**config.mk**
```make
export PLATFORM = sky130hd
export DESIGN_NAME = disp_raster_gen
export DESIGN_NICKNAME = d
export VERILOG_FILES = /design/src/rtl/disp_raster_gen.sv
export SDC_FILE = /design/constraint.sdc
export NUM_CORES = 1
export LEC_CHECK = 0
export BUFFER_PORTS_ARGS = -buffer_cell sky130_fd_sc_hd__buf_4
export CAP_MARGIN = 20
export CELL_PAD_IN_SITES_DETAIL_PLACEMENT = 1
export CELL_PAD_IN_SITES_GLOBAL_PLACEMENT = 1
export CORE_ASPECT_RATIO = 0.7
export CORE_MARGIN = 5
export CORE_UTILIZATION = 54
export DETAILED_ROUTE_END_ITERATION = 10
export PLACE_DENSITY = 0.82
export SLEW_MARGIN = 10
export SYNTH_ARGS = -nofsm -noshare
export SYNTH_HDL_FRONTEND = slang
export SYNTH_SLANG_ARGS = --single-unit
```
**constraint.sdc**
```tcl
create_clock -name clk -period 4.82 [get_ports clk]
set_input_delay 0 -clock clk [delete_from_list [all_inputs] [get_ports clk]]
set_output_delay 0 -clock clk [all_outputs]
set_load 0.005 [all_outputs]
```
**src/rtl/disp_raster_gen.sv**
```systemverilog
module disp_raster_gen #(
  parameter int CW  = 12,
  parameter int CDW = 8,
  parameter int FCW = 16,
  parameter int AW  = 4,
  parameter int DW  = 32
) (
  input  logic              clk,
  input  logic              rst_n,
  input  logic              wr_en,
  input  logic [AW-1:0]     wr_addr,
  input  logic [DW-1:0]     wr_data,
  input  logic [1:0]        rd_addr,
  output logic [DW-1:0]     rd_data,
  input  logic [3*CDW-1:0]  pix_in,
  output logic [3*CDW-1:0]  pix_out,
  output logic              hsync,
  output logic              vsync,
  output logic              hblank,
  output logic              vblank,
  output logic              data_active
);
  localparam int PW  = 3 * CDW;
  localparam int NT  = 12;
  localparam int HI  = DW / 2;
  localparam int PAD = HI - CW;

  localparam int HT  = 0;
  localparam int VT  = 1;
  localparam int HBE = 2;
  localparam int HBS = 3;
  localparam int VBE = 4;
  localparam int VBS = 5;
  localparam int HSE = 6;
  localparam int VSE = 7;
  localparam int HAS = 8;
  localparam int HAE = 9;
  localparam int VAS = 10;
  localparam int VAE = 11;

  logic [CW-1:0]  pend [NT];
  logic [CW-1:0]  tm   [NT];
  logic [4:0]     ctrl;
  logic [PW-1:0]  blk_col, ovs_col;
  logic [CW-1:0]  h_cnt, v_cnt;
  logic [FCW-1:0] frame;

  wire run        = ctrl[0];
  wire force_blk  = ctrl[1];
  wire h_last     = h_cnt >= tm[HT];
  wire v_last     = v_cnt >= tm[VT];
  wire frame_wrap = run && h_last && v_last;

  // register write port
  always_ff @(posedge clk or negedge rst_n) begin
    if (!rst_n) begin
      for (int i = 0; i < NT; i++) pend[i] <= '0;
      ctrl    <= '0;
      blk_col <= '0;
      ovs_col <= '0;
    end else if (wr_en) begin
      case (wr_addr)
        4'd0: pend[HT] <= wr_data[CW-1:0];
        4'd1: pend[VT] <= wr_data[CW-1:0];
        4'd2: begin pend[HBE] <= wr_data[CW-1:0]; pend[HBS] <= wr_data[HI +: CW]; end
        4'd3: begin pend[VBE] <= wr_data[CW-1:0]; pend[VBS] <= wr_data[HI +: CW]; end
        4'd4: pend[HSE] <= wr_data[CW-1:0];
        4'd5: pend[VSE] <= wr_data[CW-1:0];
        4'd6: begin pend[HAS] <= wr_data[CW-1:0]; pend[HAE] <= wr_data[HI +: CW]; end
        4'd7: begin pend[VAS] <= wr_data[CW-1:0]; pend[VAE] <= wr_data[HI +: CW]; end
        4'd8: ctrl    <= wr_data[4:0];
        4'd9: blk_col <= wr_data[PW-1:0];
        4'd10: ovs_col <= wr_data[PW-1:0];
        default: ;
      endcase
    end
  end

  // active timing set: loaded at frame start or while stopped
  always_ff @(posedge clk or negedge rst_n) begin
    if (!rst_n) begin
      for (int i = 0; i < NT; i++) tm[i] <= '0;
    end else if (!run || frame_wrap) begin
      for (int i = 0; i < NT; i++) tm[i] <= pend[i];
    end
  end

  // raster counters
  always_ff @(posedge clk or negedge rst_n) begin
    if (!rst_n) begin
      h_cnt <= '0;
      v_cnt <= '0;
      frame <= '0;
    end else if (run) begin
      h_cnt <= h_last ? '0 : CW'(h_cnt + 1'b1);
      if (h_last) v_cnt <= v_last ? '0 : CW'(v_cnt + 1'b1);
      if (frame_wrap) frame <= FCW'(frame + 1'b1);
    end
  end

  wire h_vis  = (h_cnt >= tm[HBE]) && (h_cnt < tm[HBS]);
  wire v_vis  = (v_cnt >= tm[VBE]) && (v_cnt < tm[VBS]);
  wire h_addr = (h_cnt >= tm[HAS]) && (h_cnt < tm[HAE]);
  wire v_addr = (v_cnt >= tm[VAS]) && (v_cnt < tm[VAE]);

  assign hsync       = (h_cnt < tm[HSE]) ^ ctrl[2];
  assign vsync       = (v_cnt < tm[VSE]) ^ ctrl[3];
  assign hblank      = !h_vis;
  assign vblank      = !v_vis;
  assign data_active = h_vis && v_vis;

  assign pix_out = force_blk            ? blk_col :
                   !data_active         ? '0      :
                   (h_addr && v_addr)   ? pix_in  : ovs_col;

  // read port
  always_comb begin
    case (rd_addr)
      2'd0:    rd_data = DW'(vblank);
      2'd1:    rd_data = {{PAD{1'b0}}, v_cnt, {PAD{1'b0}}, h_cnt};
      2'd2:    rd_data = DW'(frame);
      default: rd_data = DW'(ctrl);
    endcase
  end

  assert_h_wrap_R1: assert property (@(posedge clk) disable iff (!rst_n)
    (run && h_cnt >= tm[HT]) |=> (h_cnt == '0))
    else $error("horizontal counter did not wrap");

  assert_hold_when_stopped_R9: assert property (@(posedge clk) disable iff (!rst_n)
    !run |=> ($stable(h_cnt) && $stable(v_cnt) && $stable(frame)))
    else $error("counters moved while stopped");

  assert_frame_step_R7: assert property (@(posedge clk) disable iff (!rst_n)
    (run && h_cnt >= tm[HT] && v_cnt >= tm[VT]) |=> (frame == FCW'($past(frame) + 1'b1)))
    else $error("frame counter did not step");

  assert_no_midframe_load_R10: assert property (@(posedge clk) disable iff (!rst_n)
    (run && !(h_cnt >= tm[HT] && v_cnt >= tm[VT])) |=> ($stable(tm[HT]) && $stable(tm[VT])))
    else $error("timing changed inside a frame");

  assert_v_steps_on_h_wrap_R1: assert property (@(posedge clk) disable iff (!rst_n)
    (run && h_cnt < tm[HT]) |=> $stable(v_cnt))
    else $error("vertical counter moved mid-line");
endmodule

```
==> flow_summary.yaml <==
pwr:
  p_per_area_nw_per_um2: 499
  seq_power_share: 0.433
  swShare: 0.315
  ir_worst_vdd_uv: 312
  power.clock.fraction: 0.282
  p_int_mw: 7.58
  p_comb_frac: 0.285
  switching_power_mw: 3.49
  p_leak_nw: 10.8
setup_path:
  critPathLaunchType: "flop"
  worstSetupStartpoint: "h_cnt[0]$_DFFE_PN0P_"
  timing.rr.start: "v_cnt[0]$_DFFE_PN0P_"
  cp-end-kind: "output port"
  arrival_ns: 3.93
  reg2reg_depth: 10
  critical_path_class: "flop to output port"
  cp_max_fo: 24
  required_ns: 4.82
floorplan:
  start_util: 0.551
  dieWidth_um: 235
  design.core.area_sq_um: 34900
  die_y_um: 168
  rows: 57
  ios: 126
  dieArea_sq_um: 39500
placed_design:
  place_hpwl_mm: 35.6
  post-place-cells: 2088
  port_buffers: 117
  finalWeightedCongestion: 0.810
final_layout:
  multi_input_area_sq_um: 8790
  layout-drive-gt1-share: 0.329
  n_antenna_cell: 0
  area_delta_synth_final_pct: 15.5
  ff_latch_area_sq_um: 9530
  fillers: 3419
  fin_util: 0.636
  fin_cells: 2188
  finalNetCount: 1892
clock_network:
  clockBufferDepth: 3
  path_clk_slew_ns: 0.06
  ctsRootBufferMaster: "clkbuf_16"
  clkLatencyLatePin_ns: 0.55
  cts.repair.resized: 0
  htreeDepth: 2
  cts_buffers: 39
  cts_sinks: 381
  tritoncts: "yes"
detailed_routing:
  drtIter0Drc: 796
  wl_per_cell_um: 25.2
  route.detailed.drc: 0
  firstDrtPassIters: 5
  wl_mm: 55.1
  num_vias: 12909
  final_antenna_net_count: 0
  drt-vias-per-instance: 5.90
flow_run:
  drv_cap: 0
timing:
  slew_headroom: 0.385
  min_period_ns: 3.93
  timing.fmax_mhz: 255
  rsz0062_at_grt: "false"
  fin_crit_sh: 0.815
  slew_violations: 0
  skew_ns: 0.0223
  hold_viol: 0
  worst-slew-pin-transition_ns: 0.922
  setup_viol: 0
  tns_ns: 0
global_routing:
  track_usage: 0.281
  grt_pass1_wl_mm: 87.3
  antenna_found_initial: 2
  overflow: 0
  grt_pass1_vias: 14804
  grt_max_degree: 114
hold_path:
  min_path_type: "primary input to asynchronous set/reset pin"
yosys:
  yosysUniqueCellTypes: 63
  syn_area_sq_um: 19200
  synth_seq_cells: 381
  synthFlopType: "dfrtp_1"
  yosysWarnings: 0
  avgSynthCellArea_sq_um: 12.5
  synth_edf_count: 0
  syn_inst: 1538
  async_reset_ff_frac: 1.00
  yosysSeqAreaShare: 0.496
outcome:
  status: "complete, no violations"
## Yosys cell counts (13+ instances only)
cell type  instances  area, sq um
mux2_2           286         3220
dfrtp_1          381         9530
nand3_1           13         65.1
o21ai_1           20          100
mux2_4            60          901
nor2_1            48          180
nand2b_1          13         81.3
a22o_1            18          158
inv_1            147          552
and2_1            19          119
o21ai_0           37          185
mux2i_1           27          270
clkbuf_1          35          131
ha_1             141         1760
nand4_1           24          150
xnor2_1           13          114
a21o_1            31          233
a21oi_1           29          145
nand2_1           49          184
## flip-flops by register name, indices dropped and copies added, names as in the netlist
| signal | count |
|---|---|
| blk_col | 24 |
| ctrl | 5 |
| frame | 16 |
| h_cnt | 12 |
| ovs_col | 24 |
| pend | 144 |
| tm | 144 |
| v_cnt | 12 |
## final timing paths
check	end	slack [ns]
max	pix_out[2]	0.89
min	tm[65]$_DFFE_PN0P_	0.07
max reg2reg	tm[135]$_DFFE_PN0P_	0.91
min reg2reg	frame[15]$_DFFE_PN0P_	0.47
max in group asynchronous	pend[142]$_DFFE_PN0P_	3.50
min in group clk	ctrl[0]$_DFFE_PN0P_	0.08
## routing by layer
layer / track usage / share of wire
met1: 0.379 / 0.44
met2: 0.474 / 0.48
met3: 0.0442 / 0.040
met4: 0.0873 / 0.031
met5: 0 / 0
## timing repair
item / in CTS / in global routing
hold buffers: 29 / 0
hold endpoints to repair: 275 / 0
buffers inserted: 0 / 0
## critical path: stages, from the launching register on
cell and delay (ns):
dfrtp_1 0.60, inv_1 0.23, ha_1 0.33, nand2b_1 0.15
a211oi_1 0.23, o21ai_0 0.14, a2111oi_0 0.50, buf_4 0.22
nor4b_2 0.04, buf_4 0.28, mux2i_1 0.18, o21ai_0 0.29
buf_4 0.17
## kinds of logic after synthesis
group | Yosys count | share of synthesized area
flip-flops | 381 | 0.496
multiplexers | 374 | 0.230
AND/OR/NAND/NOR | 219 | 0.0592
buffers and inverters | 216 | 0.0479
AO/OA/AOI/OAI | 184 | 0.0645
adder cells (fa/ha/maj) | 141 | 0.0919
XOR/XNOR | 22 | 0.0100
other | 1 | 0.000195
## area by class of cell
| class | count | share of cell area |
|---|---|---|
| timing repair buffer | 173 | 0.0639 |
| tap | 472 | 0.0266 |
| clock inverter | 12 | 0.00677 |
| clock buffer | 59 | 0.0520 |
| inverter | 147 | 0.0249 |
| multi-input combinational | 944 | 0.396 |
| sequential | 381 | 0.430 |
## cells in the final DEF (no fill, tap or decap), types with 6 or more instances in the layout
cell / Yosys / routed
clkbuf_1: 35 / 11
mux2i_1: 27 / 27
a21oi_1: 29 / 29
nand4_1: 24 / 24
o21ai_0: 37 / 37
nand2_1: 49 / 49
nor3_1: 10 / 10
clkinv_2: 0 / 7
a22o_1: 18 / 18
buf_4: 6 / 140
nand3_1: 13 / 13
mux2_4: 60 / 60
dlygate4sd3_1: 0 / 29
a211oi_1: 9 / 9
dfrtp_1: 381 / 381
mux2_2: 286 / 286
nor4_1: 6 / 6
ha_1: 141 / 141
xnor2_1: 13 / 13
clkbuf_8: 0 / 8
clkbuf_16: 0 / 40
nor2b_1: 6 / 6
and2_1: 19 / 19
xor2_1: 9 / 9
nand2b_1: 13 / 13
and3_1: 7 / 7
inv_1: 147 / 147
nor2_1: 48 / 44
a21o_1: 31 / 30
o21ai_1: 20 / 20
## metrics by stage
step	power [mW]	instance area, sq um	worst slack (ns)	hold WS, ns
finish	11.1	22200	0.891	0.0709
global route	11.7	22200	0.684	0.0771
CTS	11.1	22200	0.822	0.0460
detailed placement	7.88	20600	1.04	0.0467
global placement	7.56	20600	1.07	0.0380
floorplan	6.79	19200	2.27	-0.296
## power by group through the flow
stage | Sequential, mW | Combinational, mW | Clock [mW]
2_1_floorplan | 4.52 | 2.27 | 0
3_3_place_gp | 4.72 | 2.84 | 0
3_5_place_dp | 4.81 | 3.07 | 0
4_1_cts | 4.79 | 3.17 | 3.18
5_1_grt | 4.89 | 3.51 | 3.33
6_report | 4.80 | 3.15 | 3.12
No activity file was read; power rests on OpenSTA's default activity.
